<file path="config.mk">
export PLATFORM = sky130hd
export DESIGN_NAME = dual_line_buf_ctrl
export DESIGN_NICKNAME = d
export VERILOG_FILES = /design/src/rtl/dlb_pkg.sv /design/src/rtl/dlb_line_store.sv /design/src/rtl/dlb_wait_timer.sv /design/src/rtl/dlb_word_pick.sv /design/src/rtl/dual_line_buf_ctrl.sv
export SDC_FILE = /design/constraint.sdc
export NUM_CORES = 1
export LEC_CHECK = 0
export ABC_AREA = 1
export BUFFER_PORTS_ARGS = -buffer_cell sky130_fd_sc_hd__buf_4
export CORE_MARGIN = 2
export CORE_UTILIZATION = 44
export CTS_CLUSTER_SIZE = 16
export DETAILED_ROUTE_END_ITERATION = 10
export PLACE_DENSITY_LB_ADDON = 0.08
export SKIP_CTS_REPAIR_TIMING = 1
export SYNTH_ARGS = -nofsm -noshare
export SYNTH_HDL_FRONTEND = slang
export SYNTH_HIERARCHICAL = 1
export SYNTH_SLANG_ARGS = --single-unit
</file>
<file path="constraint.sdc">
create_clock -name clk -period 4.1 [get_ports clk]
set_input_delay 0.615 -clock clk [delete_from_list [all_inputs] [get_ports clk]]
set_output_delay 0.615 -clock clk [all_outputs]
set_load 0.01 [all_outputs]
</file>
<file path="src/rtl/dlb_pkg.sv">
package dlb_pkg;

    typedef enum logic [1:0] {
        ST_IDLE  = 2'd0,
        ST_FETCH = 2'd1,
        ST_RESP  = 2'd2
    } dlb_state_e;

endpackage

</file>
<file path="src/rtl/dlb_line_store.sv">
module dlb_line_store #(
    parameter int TAG_W  = 13,
    parameter int LINE_W = 256
) (
    input  logic              clk,
    input  logic              rst_n,
    input  logic              fill_en,
    input  logic [TAG_W-1:0]  fill_tag,
    input  logic [LINE_W-1:0] fill_line,
    input  logic              flush_all,
    input  logic              ilk_en,
    input  logic [TAG_W-1:0]  ilk_tag,
    output logic              valid_o,
    output logic [TAG_W-1:0]  tag_o,
    output logic [LINE_W-1:0] line_o
);

    logic              valid_q;
    logic [TAG_W-1:0]  tag_q;
    logic [LINE_W-1:0] line_q;
    logic              ilk_hit;

    assign ilk_hit = ilk_en && valid_q && (tag_q == ilk_tag);

    // Fill wins: a fill is only issued when no event touches the incoming line.
    always_ff @(posedge clk or negedge rst_n) begin
        if (!rst_n) begin
            valid_q <= 1'b0;
            tag_q   <= '0;
        end else if (fill_en) begin
            valid_q <= 1'b1;
            tag_q   <= fill_tag;
        end else if (flush_all || ilk_hit) begin
            valid_q <= 1'b0;
        end
    end

    always_ff @(posedge clk or negedge rst_n) begin
        if (!rst_n) begin
            line_q <= '0;
        end else if (fill_en) begin
            line_q <= fill_line;
        end
    end

    assign valid_o = valid_q;
    assign tag_o   = tag_q;
    assign line_o  = line_q;

endmodule

</file>
<file path="src/rtl/dlb_wait_timer.sv">
module dlb_wait_timer #(
    parameter int CNT_W = 2
) (
    input  logic             clk,
    input  logic             rst_n,
    input  logic             load,
    input  logic [CNT_W-1:0] load_val,
    input  logic             dec,
    output logic             zero
);

    logic [CNT_W-1:0] cnt_q;

    always_ff @(posedge clk or negedge rst_n) begin
        if (!rst_n) begin
            cnt_q <= '0;
        end else if (load) begin
            cnt_q <= load_val;
        end else if (dec && (cnt_q != '0)) begin
            cnt_q <= cnt_q - 1'b1;
        end
    end

    assign zero = (cnt_q == '0);

endmodule

</file>
<file path="src/rtl/dlb_word_pick.sv">
module dlb_word_pick #(
    parameter int DATA_W = 32,
    parameter int WORDS  = 8,
    localparam int IDX_W = (WORDS > 1) ? $clog2(WORDS) : 1,
    localparam int LINE_W = DATA_W * WORDS
) (
    input  logic [LINE_W-1:0] line,
    input  logic [IDX_W-1:0]  idx,
    output logic [DATA_W-1:0] word
);

    logic [DATA_W-1:0] lanes [WORDS];

    for (genvar i = 0; i < WORDS; i++) begin : g_lane
        assign lanes[i] = line[i*DATA_W +: DATA_W];
    end

    assign word = lanes[idx];

endmodule

</file>
<file path="src/rtl/dual_line_buf_ctrl.sv">
module dual_line_buf_ctrl
    import dlb_pkg::*;
#(
    parameter int ADDR_W     = 18,
    parameter int DATA_W     = 32,
    parameter int LINE_BYTES = 32,
    parameter int WAIT_W     = 2,
    localparam int OFF_W     = $clog2(LINE_BYTES),
    localparam int LINE_W    = LINE_BYTES * 8,
    localparam int WORDS     = LINE_W / DATA_W,
    localparam int BOFF_W    = $clog2(DATA_W / 8),
    localparam int IDX_W     = $clog2(WORDS),
    localparam int TAG_W     = ADDR_W - OFF_W,
    localparam int N_BUF     = 2
) (
    input  logic              clk,
    input  logic              rst_n,
    input  logic              rd_req,
    input  logic [ADDR_W-1:0] rd_addr,
    input  logic [WAIT_W-1:0] wait_sel,
    output logic              rd_ready,
    output logic [DATA_W-1:0] rd_data,
    input  logic              hv_en,
    input  logic              ilk_wr,
    input  logic [ADDR_W-1:0] ilk_addr,
    output logic              arr_req,
    output logic [TAG_W-1:0]  arr_line_addr,
    input  logic [LINE_W-1:0] arr_line_data
);

    dlb_state_e state, nxt;

    // Request decode
    logic [TAG_W-1:0] rq_tag;
    logic             rq_sel;
    logic [IDX_W-1:0] rq_idx;
    logic [TAG_W-1:0] ilk_tag;

    assign rq_tag  = rd_addr[ADDR_W-1:OFF_W];
    assign rq_sel  = rd_addr[ADDR_W-1];
    assign rq_idx  = rd_addr[OFF_W-1:BOFF_W];
    assign ilk_tag = ilk_addr[ADDR_W-1:OFF_W];

    logic unused_addr_bits;
    assign unused_addr_bits = ^{rd_addr[BOFF_W-1:0], ilk_addr[OFF_W-1:0]};

    // Pending miss context
    logic [TAG_W-1:0] pend_tag;
    logic             pend_sel;
    logic [IDX_W-1:0] pend_idx;
    logic             poison_q;

    // Event detection
    logic hv_q;
    logic hv_toggle;
    logic kill_now;

    assign hv_toggle = hv_en ^ hv_q;
    assign kill_now  = hv_toggle || (ilk_wr && (ilk_tag == pend_tag));

    always_ff @(posedge clk or negedge rst_n) begin
        if (!rst_n) hv_q <= 1'b0;
        else        hv_q <= hv_en;
    end

    // Buffers
    logic [N_BUF-1:0] valid_vec;
    logic [N_BUF-1:0] hit_vec;
    logic [N_BUF-1:0] fill_vec;
    logic [TAG_W-1:0] tag_arr  [N_BUF];
    logic [LINE_W-1:0] line_arr [N_BUF];

    logic timer_zero;
    logic fill_go;
    logic fill_keep;
    logic lookup_hit;
    logic accept;

    assign accept     = (state == ST_IDLE) && rd_req;
    assign lookup_hit = hit_vec[rq_sel];
    assign fill_go    = (state == ST_FETCH) && timer_zero;
    assign fill_keep  = fill_go && !poison_q && !kill_now;

    for (genvar b = 0; b < N_BUF; b++) begin : g_buf
        assign fill_vec[b] = fill_keep && (pend_sel == b[0]);
        assign hit_vec[b]  = valid_vec[b] && (tag_arr[b] == rq_tag);

        dlb_line_store #(
            .TAG_W  (TAG_W),
            .LINE_W (LINE_W)
        ) u_store (
            .clk       (clk),
            .rst_n     (rst_n),
            .fill_en   (fill_vec[b]),
            .fill_tag  (pend_tag),
            .fill_line (arr_line_data),
            .flush_all (hv_toggle),
            .ilk_en    (ilk_wr),
            .ilk_tag   (ilk_tag),
            .valid_o   (valid_vec[b]),
            .tag_o     (tag_arr[b]),
            .line_o    (line_arr[b])
        );
    end

    // Wait-state timer
    dlb_wait_timer #(
        .CNT_W (WAIT_W)
    ) u_timer (
        .clk      (clk),
        .rst_n    (rst_n),
        .load     (accept && !lookup_hit),
        .load_val (wait_sel),
        .dec      (state == ST_FETCH),
        .zero     (timer_zero)
    );

    // Word selection: buffered line on a hit, array line on a fill
    logic [DATA_W-1:0] hit_word;
    logic [DATA_W-1:0] arr_word;

    dlb_word_pick #(
        .DATA_W (DATA_W),
        .WORDS  (WORDS)
    ) u_pick_buf (
        .line (line_arr[rq_sel]),
        .idx  (rq_idx),
        .word (hit_word)
    );

    dlb_word_pick #(
        .DATA_W (DATA_W),
        .WORDS  (WORDS)
    ) u_pick_arr (
        .line (arr_line_data),
        .idx  (pend_idx),
        .word (arr_word)
    );

    // State register
    always_ff @(posedge clk or negedge rst_n) begin
        if (!rst_n) state <= ST_IDLE;
        else        state <= nxt;
    end

    // Next-state logic
    always_comb begin
        nxt = state;
        unique case (state)
            ST_IDLE: begin
                if (rd_req) nxt = lookup_hit ? ST_RESP : ST_FETCH;
            end
            ST_FETCH: begin
                if (timer_zero) nxt = ST_RESP;
            end
            ST_RESP: begin
                nxt = ST_IDLE;
            end
            default: nxt = ST_IDLE;
        endcase
    end

    // Outputs
    always_comb begin
        rd_ready      = 1'b0;
        arr_req       = 1'b0;
        arr_line_addr = pend_tag;
        unique case (state)
            ST_IDLE:  ;
            ST_FETCH: arr_req  = 1'b1;
            ST_RESP:  rd_ready = 1'b1;
            default:  ;
        endcase
    end

    // Datapath: pending miss context, poison flag, response word
    always_ff @(posedge clk or negedge rst_n) begin
        if (!rst_n) begin
            pend_tag <= '0;
            pend_sel <= 1'b0;
            pend_idx <= '0;
            poison_q <= 1'b0;
            rd_data  <= '0;
        end else begin
            if (accept && lookup_hit) begin
                rd_data <= hit_word;
            end else if (accept) begin
                pend_tag <= rq_tag;
                pend_sel <= rq_sel;
                pend_idx <= rq_idx;
                poison_q <= 1'b0;
            end else if (fill_go) begin
                rd_data <= arr_word;
            end else if ((state == ST_FETCH) && kill_now) begin
                poison_q <= 1'b1;
            end
        end
    end

endmodule

</file>
# Word level (Yosys, flattened, before mapping)
# Cells that the tools add are included.
[totals]
elab_cells = 100
ff_bits = 595
in_bits = 299
output_inout_bits = 47
[op_classes]
n_bitwise = 6
n_eq_ne = 11
n_reduce_logical = 35
order_cmp = 4
mux = 29
n_addsub = 1
[op_table]
columns = ["op", "count"]
rows = [
  ["$mux 256", 3],
  ["$mux 32", 7],
  ["$bmux 32 s3", 2],
  ["$eq 13x13->1", 5],
  ["$logic_and 1x1->1", 17],
  ["$reduce_bool 2->1", 6],
  ["$mux 1", 11],
  ["$mux 2", 5],
  ["$ge 4x4->1 const B", 2],
  ["$not 3->4", 2],
  ["$reduce_and 2->1", 3],
  ["$logic_not 2->1", 2],
  ["$ne 2x1->1 const B", 2],
  ["$ne 2x2->1 const B", 2],
  ["$pmux 2 s2", 1],
  ["$logic_not 1->1", 3],
  ["$logic_or 1x1->1", 3],
  ["$reduce_and 3->1", 1],
  ["$eq 2x1->1 const B", 1],
  ["$eq 2x2->1 const B", 1],
  ["$ge 2x2->1 const B", 1],
  ["$lt 1x2->1 const B", 1],
  ["$not 1->1", 2],
  ["$not 1->2", 1],
  ["other kinds (2)", 2],
]

# Logic depth before layout (Yosys ltp)
# Gate-level depths: netlist (run 1).
[depth]
ltp_word = 8
mapped_depth = 16

# Modules after synthesis
# Netlist (run 1), hierarchy kept.
[modules_own_cells]
columns = ["module", "area_per_inst_um2", "instances", "cells_per_inst"]
rows = [
  ["dlb_line_store", 10467.5, 2, 1201],
  ["dlb_word_pick", 3484.6, 2, 851],
  ["dual_line_buf_ctrl", 6402.4, 1, 1353],
  ["dlb_wait_timer", 127.6, 1, 19],
]

# Least setup slack after synthesis (run 1)
# No wires, ideal clock.
[synth_path]
path_type = "register -> register"
start = "reg state[1]"
end = "reg g_buf[0].u_store.line_q[100]"
stages_incl_launch_ff = 13
t_arrival_ns = 1.975
path_slack_ns = 2.008
setup_time_ns = 0.116
path_cell_list = "dfrtp_1 -> nor2_1 -> nand2_1 -> inv_1 -> buf_2 -> nand3_1 -> nor2_1 -> buf_4 -> inv_4 -> buf_6 -> buf_4 -> nand2_1 -> nand2_1"
[synth_between]
elab_chain_len = 5
[synth_lines]
columns = ["item", "line", "source"]
rows = [
  ["start: declaration", "dual_line_buf_ctrl.sv:31", "dlb_state_e state, nxt;"],
  ["start signal: assignment", "dual_line_buf_ctrl.sv:143", "else state <= nxt;"],
  ["$eq 2x1->1", "dual_line_buf_ctrl.sv:81", "assign fill_go = (state == ST_FETCH) && timer_zero;"],
  ["$logic_and 1x1->1", "dual_line_buf_ctrl.sv:81", ""],
  ["$logic_and 1x1->1 (2 in series)", "dual_line_buf_ctrl.sv:82", "assign fill_keep = fill_go && !poison_q && !kill_now;"],
  ["$logic_and 1x1->1", "dual_line_buf_ctrl.sv:85", "assign fill_vec[b] = fill_keep && (pend_sel == b[0]);"],
  ["via fill_vec[0]", "dual_line_buf_ctrl.sv:69", "logic [N_BUF-1:0] fill_vec;"],
  ["end signal: assignment", "dlb_line_store.sv:42", "line_q <= fill_line;"],
  ["end: declaration", "dlb_line_store.sv:20", "logic [LINE_W-1:0] line_q;"],
]
# The timed path passes the listed nets, and every way through them passes these cells.
# A chain may end at the register's enable or synchronous reset.

# Final worst setup path (run 1)
[layout_path]
start = "reg pend_tag[12] (netlist: arr_line_addr[12])"
end = "reg g_buf[1].u_store.line_q[89]"
[layout_between]
elab_chain_len = 6
[layout_lines]
columns = ["item", "line", "source"]
rows = [
  ["start: declaration", "dual_line_buf_ctrl.sv:48", "logic [TAG_W-1:0] pend_tag;"],
  ["start signal: assignment", "dual_line_buf_ctrl.sv:188", "pend_tag <= rq_tag;"],
  ["$eq 13x13->1", "dual_line_buf_ctrl.sv:59", "assign kill_now = hv_toggle || (ilk_wr && (ilk_tag == pend_tag));"],
  ["$logic_and 1x1->1", "dual_line_buf_ctrl.sv:59", ""],
  ["$logic_or 1x1->1", "dual_line_buf_ctrl.sv:59", ""],
  ["$logic_not 1->1", "dual_line_buf_ctrl.sv:82", ""],
  ["$logic_and 1x1->1", "dual_line_buf_ctrl.sv:82", ""],
  ["$logic_and 1x1->1", "dual_line_buf_ctrl.sv:85", ""],
  ["via fill_vec[1]", "dual_line_buf_ctrl.sv:69", ""],
  ["end signal: assignment", "dlb_line_store.sv:42", ""],
  ["end: declaration", "dlb_line_store.sv:20", ""],
]
# The timed path passes the listed nets, and every way through them passes these cells.

==> results.ini, run 1 <==
[setup_path]
crit_path_end = g_buf[1].u_store/line_o[89]
path_class = register to register
start_kind = register
r2r_cells = 11
slowest_stage = dfrtp_1
crit_path_end_kind = register
cp_max_fo = 144
crit_cells = 11
r2r-start = arr_line_addr[12]
required_ps = 4660
crit_top_cell = nand2_1
cp-startpoint = arr_line_addr[12]
path_cells = inv_1 -> or2_2 -> nand3_1 -> nor2_1 -> nand2_1 -> nand3_1 -> nor2_4 -> buf_4 -> buf_12 -> nand2_1 -> nand2_1
timing.rr.end = g_buf[1].u_store/line_o[89]
arrival_ps = 3440
critPathMaxStageDelay_ps = 520
critPathTopFamily = simple AND/OR/NAND/NOR gates
ff2ff_setup_slack_ps = 1210
cp_num_buf_inv = 3

[layout]
nNetsFinal = 5962
syn_to_final_growth_pct = 15.80
instances_no_fill = 6764
fin_util = 0.5147
drive_above_1_share = 0.09391
fin_area_um2 = 39870

[yosys]
syn_nets = 5776
synthCells = 5476
yosysTopAreaCell = dfrtp_1
synthTopCellsByArea = dfrtp_1, nand2_1, inv_1
synthTopCellsByCount = nand2_1, inv_1, dfrtp_1
ys_warn_count = 6
synth_seq_cells = 594
ys_seq_area_frac = 0.4317
synth-main-ff-cell = dfrtp_1
avgSynthCellArea_um2 = 6.288
syn-cell-area_um2 = 34430
yosysTopAreaCellShare = 0.4317
ys_types = 23
synth_edf_count = 0
synth_most_common_cell = nand2_1
async_flop_share = 1.000

[run]
drv_cap = 0

[clock_tree]
cts_tree = done
insertion_delay_ps = 630
cts-root-buf = clkbuf_16
clockBufferDepth = 3
numCtsBuffers = 72
cts_sinks = 594
h-tree-depth = 3
path_clk_slew_ps = 60

[placement]
dp_slack_ps = 985.6
place_area_um2 = 37390
dp_cells = 6628
place.gp.congestion = 0.9325
dp_hpwl_mm = 85.95
port_buffers = 338

[power]
seq_power_share = 0.371
pwr-share-clk = 0.249
netSwitchingPower_w = 0.01112
leakagePower_nw = 24.26
p_sw_frac = 0.4138
p_per_area_nw_per_um2 = 673.9
intPower_w = 0.01575
combPwrFrac = 0.380
ir_drop_mv = 0.4100

[detailed_routing]
dr.first_iter.drc_count = 3293
ant_nets = 0
via_count = 33156
drcViolationCount = 0
vias_per_cell = 4.902
firstDrtPassIters = 6
post_drt_wl_per_cell_um = 19.29
postRouteWirelength_mm = 130.5

[timing]
max_slew_margin = 0.1874
worst_slack_ps = 1214
final_hold_viol_count = 1
clock_skew_ps = 19.41
final-setup-viol-count = 0
timing.final.crit_period_ps = 2886
slew_viol_final = 0
whs_ps = -3.064
rsz0062_at_grt = no
setup_tns_ps = 0
max_freq_mhz = 346.5
worst_pin_slew_ps = 1214
fin_crit_sh = 0.7038

[grt]
grt_use_total = 0.3208
grt_pass1_wl_mm = 195.3
grt_max_degree = 145
grt_overflow = 0
antenna_found_initial = 6
grt_pass1_vias = 30934

[run_status]
status = finished, violations left
violations = negative hold slack

[die]
die_w_um = 283.8
fp.coreArea_um2 = 77470
start_util = 0.4445
pin_count = 346
dieArea_um2 = 80510
rows = 102
die_h_um = 283.8

[worst_hold_path]
hold_path.class = input pin to asynchronous set/reset pin

[worst min path at each step]
stage / startpoint / to / slack, ps / cells past startpoint
after floorplan: rst_n / arr_line_addr[0] / 320 / 0
after global placement: g_buf[1].u_store/line_o[13] / g_buf[1].u_store/line_o[13] / 450 / 2
after detailed placement: g_buf[1].u_store/line_o[119] / g_buf[1].u_store/line_o[119] / 460 / 2
after CTS: rst_n / g_buf[1].u_store/line_o[45] / 30 / 1
after global routing: rst_n / g_buf[0].u_store/line_o[43] / 60 / 1
final: rst_n / g_buf[0].u_store/line_o[43] / -3 / 1
[area by class of cell]
class                           count  area (um^2)
Inverter                          649         2465
Clock buffer                      113         2272
Sequential cell                   594        14870
Tap cell                         1040         1301
Antenna cell                        6        15.01
Clock inverter                     17        195.2
Timing Repair Buffer              405         3405
Multi-Input combinational cell   3940        15350
Fill cell                        8197        37590
[per-layer routing]
layer,GRT usage,vias up,wire (um),share of wire
met2,0.5236,1188,61730,0.47
met3,0.05080,228,9446,0.072
met4,0.1505,0,6386,0.049
met5,0,-,0,0
li1,-,16395,-,-
met1,0.4176,15345,52890,0.41
[flip-flops by register name, indices dropped and copies added (netlist names)]
| register | count |
|---|---|
| g_buf.u_store/line_o | 512 |
| rd_data | 32 |
| g_buf.u_store/tag_o | 26 |
| arr_line_addr | 13 |
| pend_idx | 3 |
| g_buf.u_store/valid_o | 2 |
| state | 2 |
| u_timer/cnt_q | 2 |
| hv_q | 1 |
| poison_q | 1 |
[metrics by stage]
stage	total power (W)	hold WS, ps
finish	0.02687	-3.064
global placement	0.01988	452.7
CTS	0.02684	31.37
global route	0.02875	55.56
floorplan	0.01627	319.4
detailed placement	0.02009	458.2
[logic make-up after synthesis]
logic type,synth area share
compound gates,0.006795
xor+xnor,0.002798
fa+ha+maj,0.0003633
buf+inv,0.1230
flops,0.4317
simple gates,0.4354
[cell usage in the layout, fill, tap and decap left out, types with 3 or more instances in the layout]
| cell | Yosys | final |
|---|---|---|
| nand2_1 | 3499 | 3499 |
| inv_1 | 640 | 640 |
| dfrtp_1 | 594 | 592 |
| buf_4 | 45 | 375 |
| nand3_1 | 324 | 324 |
| clkbuf_16 | 0 | 77 |
| nor2_1 | 54 | 52 |
| o21ai_0 | 42 | 42 |
| buf_12 | 0 | 28 |
| clkbuf_8 | 0 | 22 |
| clkbuf_1 | 73 | 15 |
| clkinv_2 | 0 | 11 |
| xnor2_1 | 8 | 8 |
| diode_2 | 0 | 6 |
| bufinv_16 | 0 | 4 |
| inv_8 | 0 | 3 |
| xor2_1 | 3 | 3 |
| o22ai_1 | 3 | 3 |
[power groups by stage]
| stage | clock [W] | combinational, W | sequential, W |
|---|---|---|---|
| 5_1_grt | 0.00701 | 0.0115 | 0.0103 |
| 6_report | 0.00668 | 0.0102 | 0.00997 |
| 2_1_floorplan | 0 | 0.00668 | 0.00959 |
| 3_5_place_dp | 0 | 0.0101 | 0.00999 |
| 4_1_cts | 0.00679 | 0.0101 | 0.00993 |
| 3_3_place_gp | 0 | 0.00994 | 0.00994 |
No activity file was read; power rests on OpenSTA's default activity.
==> inputs of run 2 (changes only) <==
- clock period: 4.1 -> 2.8 ns (I/O delays scaled with it)
==> results.ini, run 2 (synthesis gave the netlist of run 1 again) <==
[placement]
dp_slack_ps = 292.4  ; -693.2 ps
dp_cells = 6659  ; +0.47%
place_area_um2 = 37900  ; +1.4%
place.gp.congestion = 0.9557  ; +2.5%
dp_hpwl_mm = 89.65  ; +4.3%
port_buffers = 338  ; unchanged

[setup_path]
crit_path_end_kind = register
cp_num_buf_inv = 3  ; unchanged
required_ps = 3310  ; -1350 ps
crit_cells = 11  ; unchanged
crit_top_cell = nand2_1
cp-startpoint = arr_line_addr[12]
cp_max_fo = 48  ; -67%
start_kind = register
timing.rr.end = g_buf[1].u_store/line_o[204]
critPathMaxStageDelay_ps = 490  ; -30 ps
arrival_ps = 3050  ; -390 ps
ff2ff_setup_slack_ps = 260  ; -960 ps
slowest_stage = dfrtp_1
crit_path_end = g_buf[1].u_store/line_o[204]
path_cells = inv_1 -> or2_2 -> nand3_1 -> nor2_1 -> nand2_1 -> nand3_1 -> nor2_4 -> inv_8 -> buf_12 -> nand2_1 -> nand2_1
critPathTopFamily = simple AND/OR/NAND/NOR gates
path_class = register to register
r2r_cells = 11  ; unchanged
r2r-start = arr_line_addr[12]

[timing]
slew_viol_final = 0  ; unchanged
final_hold_viol_count = 0  ; -1
timing.final.crit_period_ps = 2541  ; -344.6 ps
setup_tns_ps = 0  ; unchanged
max_freq_mhz = 393.5  ; +14%
rsz0062_at_grt = no
final-setup-viol-count = 0  ; unchanged
max_slew_margin = 0.2505  ; +0.06309
clock_skew_ps = 18.84  ; -0.5669 ps
worst_slack_ps = 258.9  ; -955.4 ps
fin_crit_sh = 0.9075  ; +0.2037
worst_pin_slew_ps = 1120  ; -94.29 ps

[run_status]
status = finished clean

[die]
die_h_um = 283.8  ; unchanged
fp.coreArea_um2 = 77470  ; unchanged
pin_count = 346  ; unchanged
rows = 102  ; unchanged
start_util = 0.4445  ; unchanged
die_w_um = 283.8  ; unchanged
dieArea_um2 = 80510  ; unchanged

[grt]
grt_pass1_wl_mm = 196.3  ; +0.54%
grt_overflow = 0  ; unchanged
grt_pass1_vias = 31223  ; +0.93%
grt_use_total = 0.3223  ; +0.001506
antenna_found_initial = 8  ; +2
grt_max_degree = 86  ; -41%

[layout]
regArea_um2 = 14870  ; unchanged
syn_to_final_growth_pct = 16.55
nNetsFinal = 5994  ; +0.54%
final_cell_mix = nand2_1, inv_1, dfrtp_1
multi_input_area_um2 = 15350  ; unchanged
fin_area_um2 = 40130  ; +0.65%
drive_above_1_share = 0.09612  ; +0.002203
instances_no_fill = 6789  ; +0.37%
largest_register_ffs = 512  ; unchanged
n_fill_cell = 8168  ; -0.35%
final_common_cell = nand2_1

[power]
pwr-share-clk = 0.231  ; -0.018
intPower_w = 0.02254  ; +43%
netSwitchingPower_w = 0.01627  ; +46%
p_per_area_nw_per_um2 = 967.1  ; +44%
p_sw_frac = 0.4192  ; +0.005432
seq_power_share = 0.374  ; +0.003
combPwrFrac = 0.394  ; +0.014
ir_drop_mv = 0.7147  ; +74%
leakagePower_nw = 24.38  ; +0.50%

[detailed_routing]
dr.first_iter.drc_count = 3282  ; -0.33%
firstDrtPassIters = 6  ; unchanged
via_count = 33629  ; +1.4%
vias_per_cell = 4.953  ; +1.1%
drcViolationCount = 0  ; unchanged
ant_nets = 0  ; unchanged
postRouteWirelength_mm = 131.4  ; +0.71%
post_drt_wl_per_cell_um = 19.35  ; +0.34%

[clock_tree]
h-tree-depth = 3  ; unchanged
clockBufferDepth = 3  ; unchanged
cts_sinks = 594  ; unchanged
cts_tree = done
path_clk_slew_ps = 60  ; about the same
cts-root-buf = clkbuf_16
insertion_delay_ps = 620  ; about the same
numCtsBuffers = 71  ; -1.4%

[worst_hold_path]
hold_path.class = input pin to register

[run]
drv_cap = 0  ; unchanged

## run 2: cell types whose count changed in the layout (fill, tap and decap cells not counted), sizes merged
cell         delta
clkinv          -2
clkinvlp        -1
inv             +2
clkbuf          -3
buf            +31
bufinv          -4
dlygate4sd3     +2
## run 2: power by group through the flow
stage | Combinational (W) | Clock, W | Sequential (W)
after floorplan | 0.00978 | 0 | 0.0140
after global placement | 0.0148 | 0 | 0.0145
after detailed placement | 0.0151 | 0 | 0.0146
after CTS | 0.0151 | 0.00913 | 0.0145
after global routing | 0.0172 | 0.00945 | 0.0150
final | 0.0153 | 0.00897 | 0.0145
## run 2: through the flow
step           total power (W)    util  hold slack [ps]
2_1_floorplan          0.02383       -            124.4
3_3_place_gp           0.02931  0.4892            423.5
3_5_place_dp           0.02967  0.4892            426.5
4_1_cts                0.03875  0.5176           -223.4
5_1_grt                0.04158  0.5181            15.36
6_report               0.03881  0.5181            17.31
## run 2: layer usage
layer | wire (um) | track usage | vias to the layer above
li1 | - | - | 16438
met1 | 53010 | 0.4159 | 15657
met2 | 61520 | 0.5261 | 1284
met3 | 10180 | 0.05418 | 246
met4 | 6641 | 0.1552 | 4
met5 | 27 | 0 | -
## run 2: cell type report
type	count	share of cell area
clock buffers	110	0.05303
inverters	649	0.06139
multi-input cells	3940	0.3825
well taps	1040	0.03242
repair buffers	438	0.09799
flip-flops and latches	594	0.3705
clock inverters	12	0.001777
diodes	6	0.0003741
## run 2: worst min-delay path, stage by stage
cell and delay (ps):
buf_4 90, nand2_1 40, nand2_1 50
## run 2: worst min path at each step
stage,to,startpoint,slack [ps],depth (start not counted)
after floorplan,arr_line_addr[0],rst_n,120,0
after global placement,g_buf[0].u_store/line_o[8],rst_n,420,1
after detailed placement,g_buf[0].u_store/line_o[8],rst_n,430,1
after CTS,g_buf[0].u_store/line_o[8],rst_n,-220,1
after global routing,g_buf[0].u_store/line_o[170],arr_line_data[170],20,3
final,g_buf[0].u_store/line_o[244],arr_line_data[244],20,3
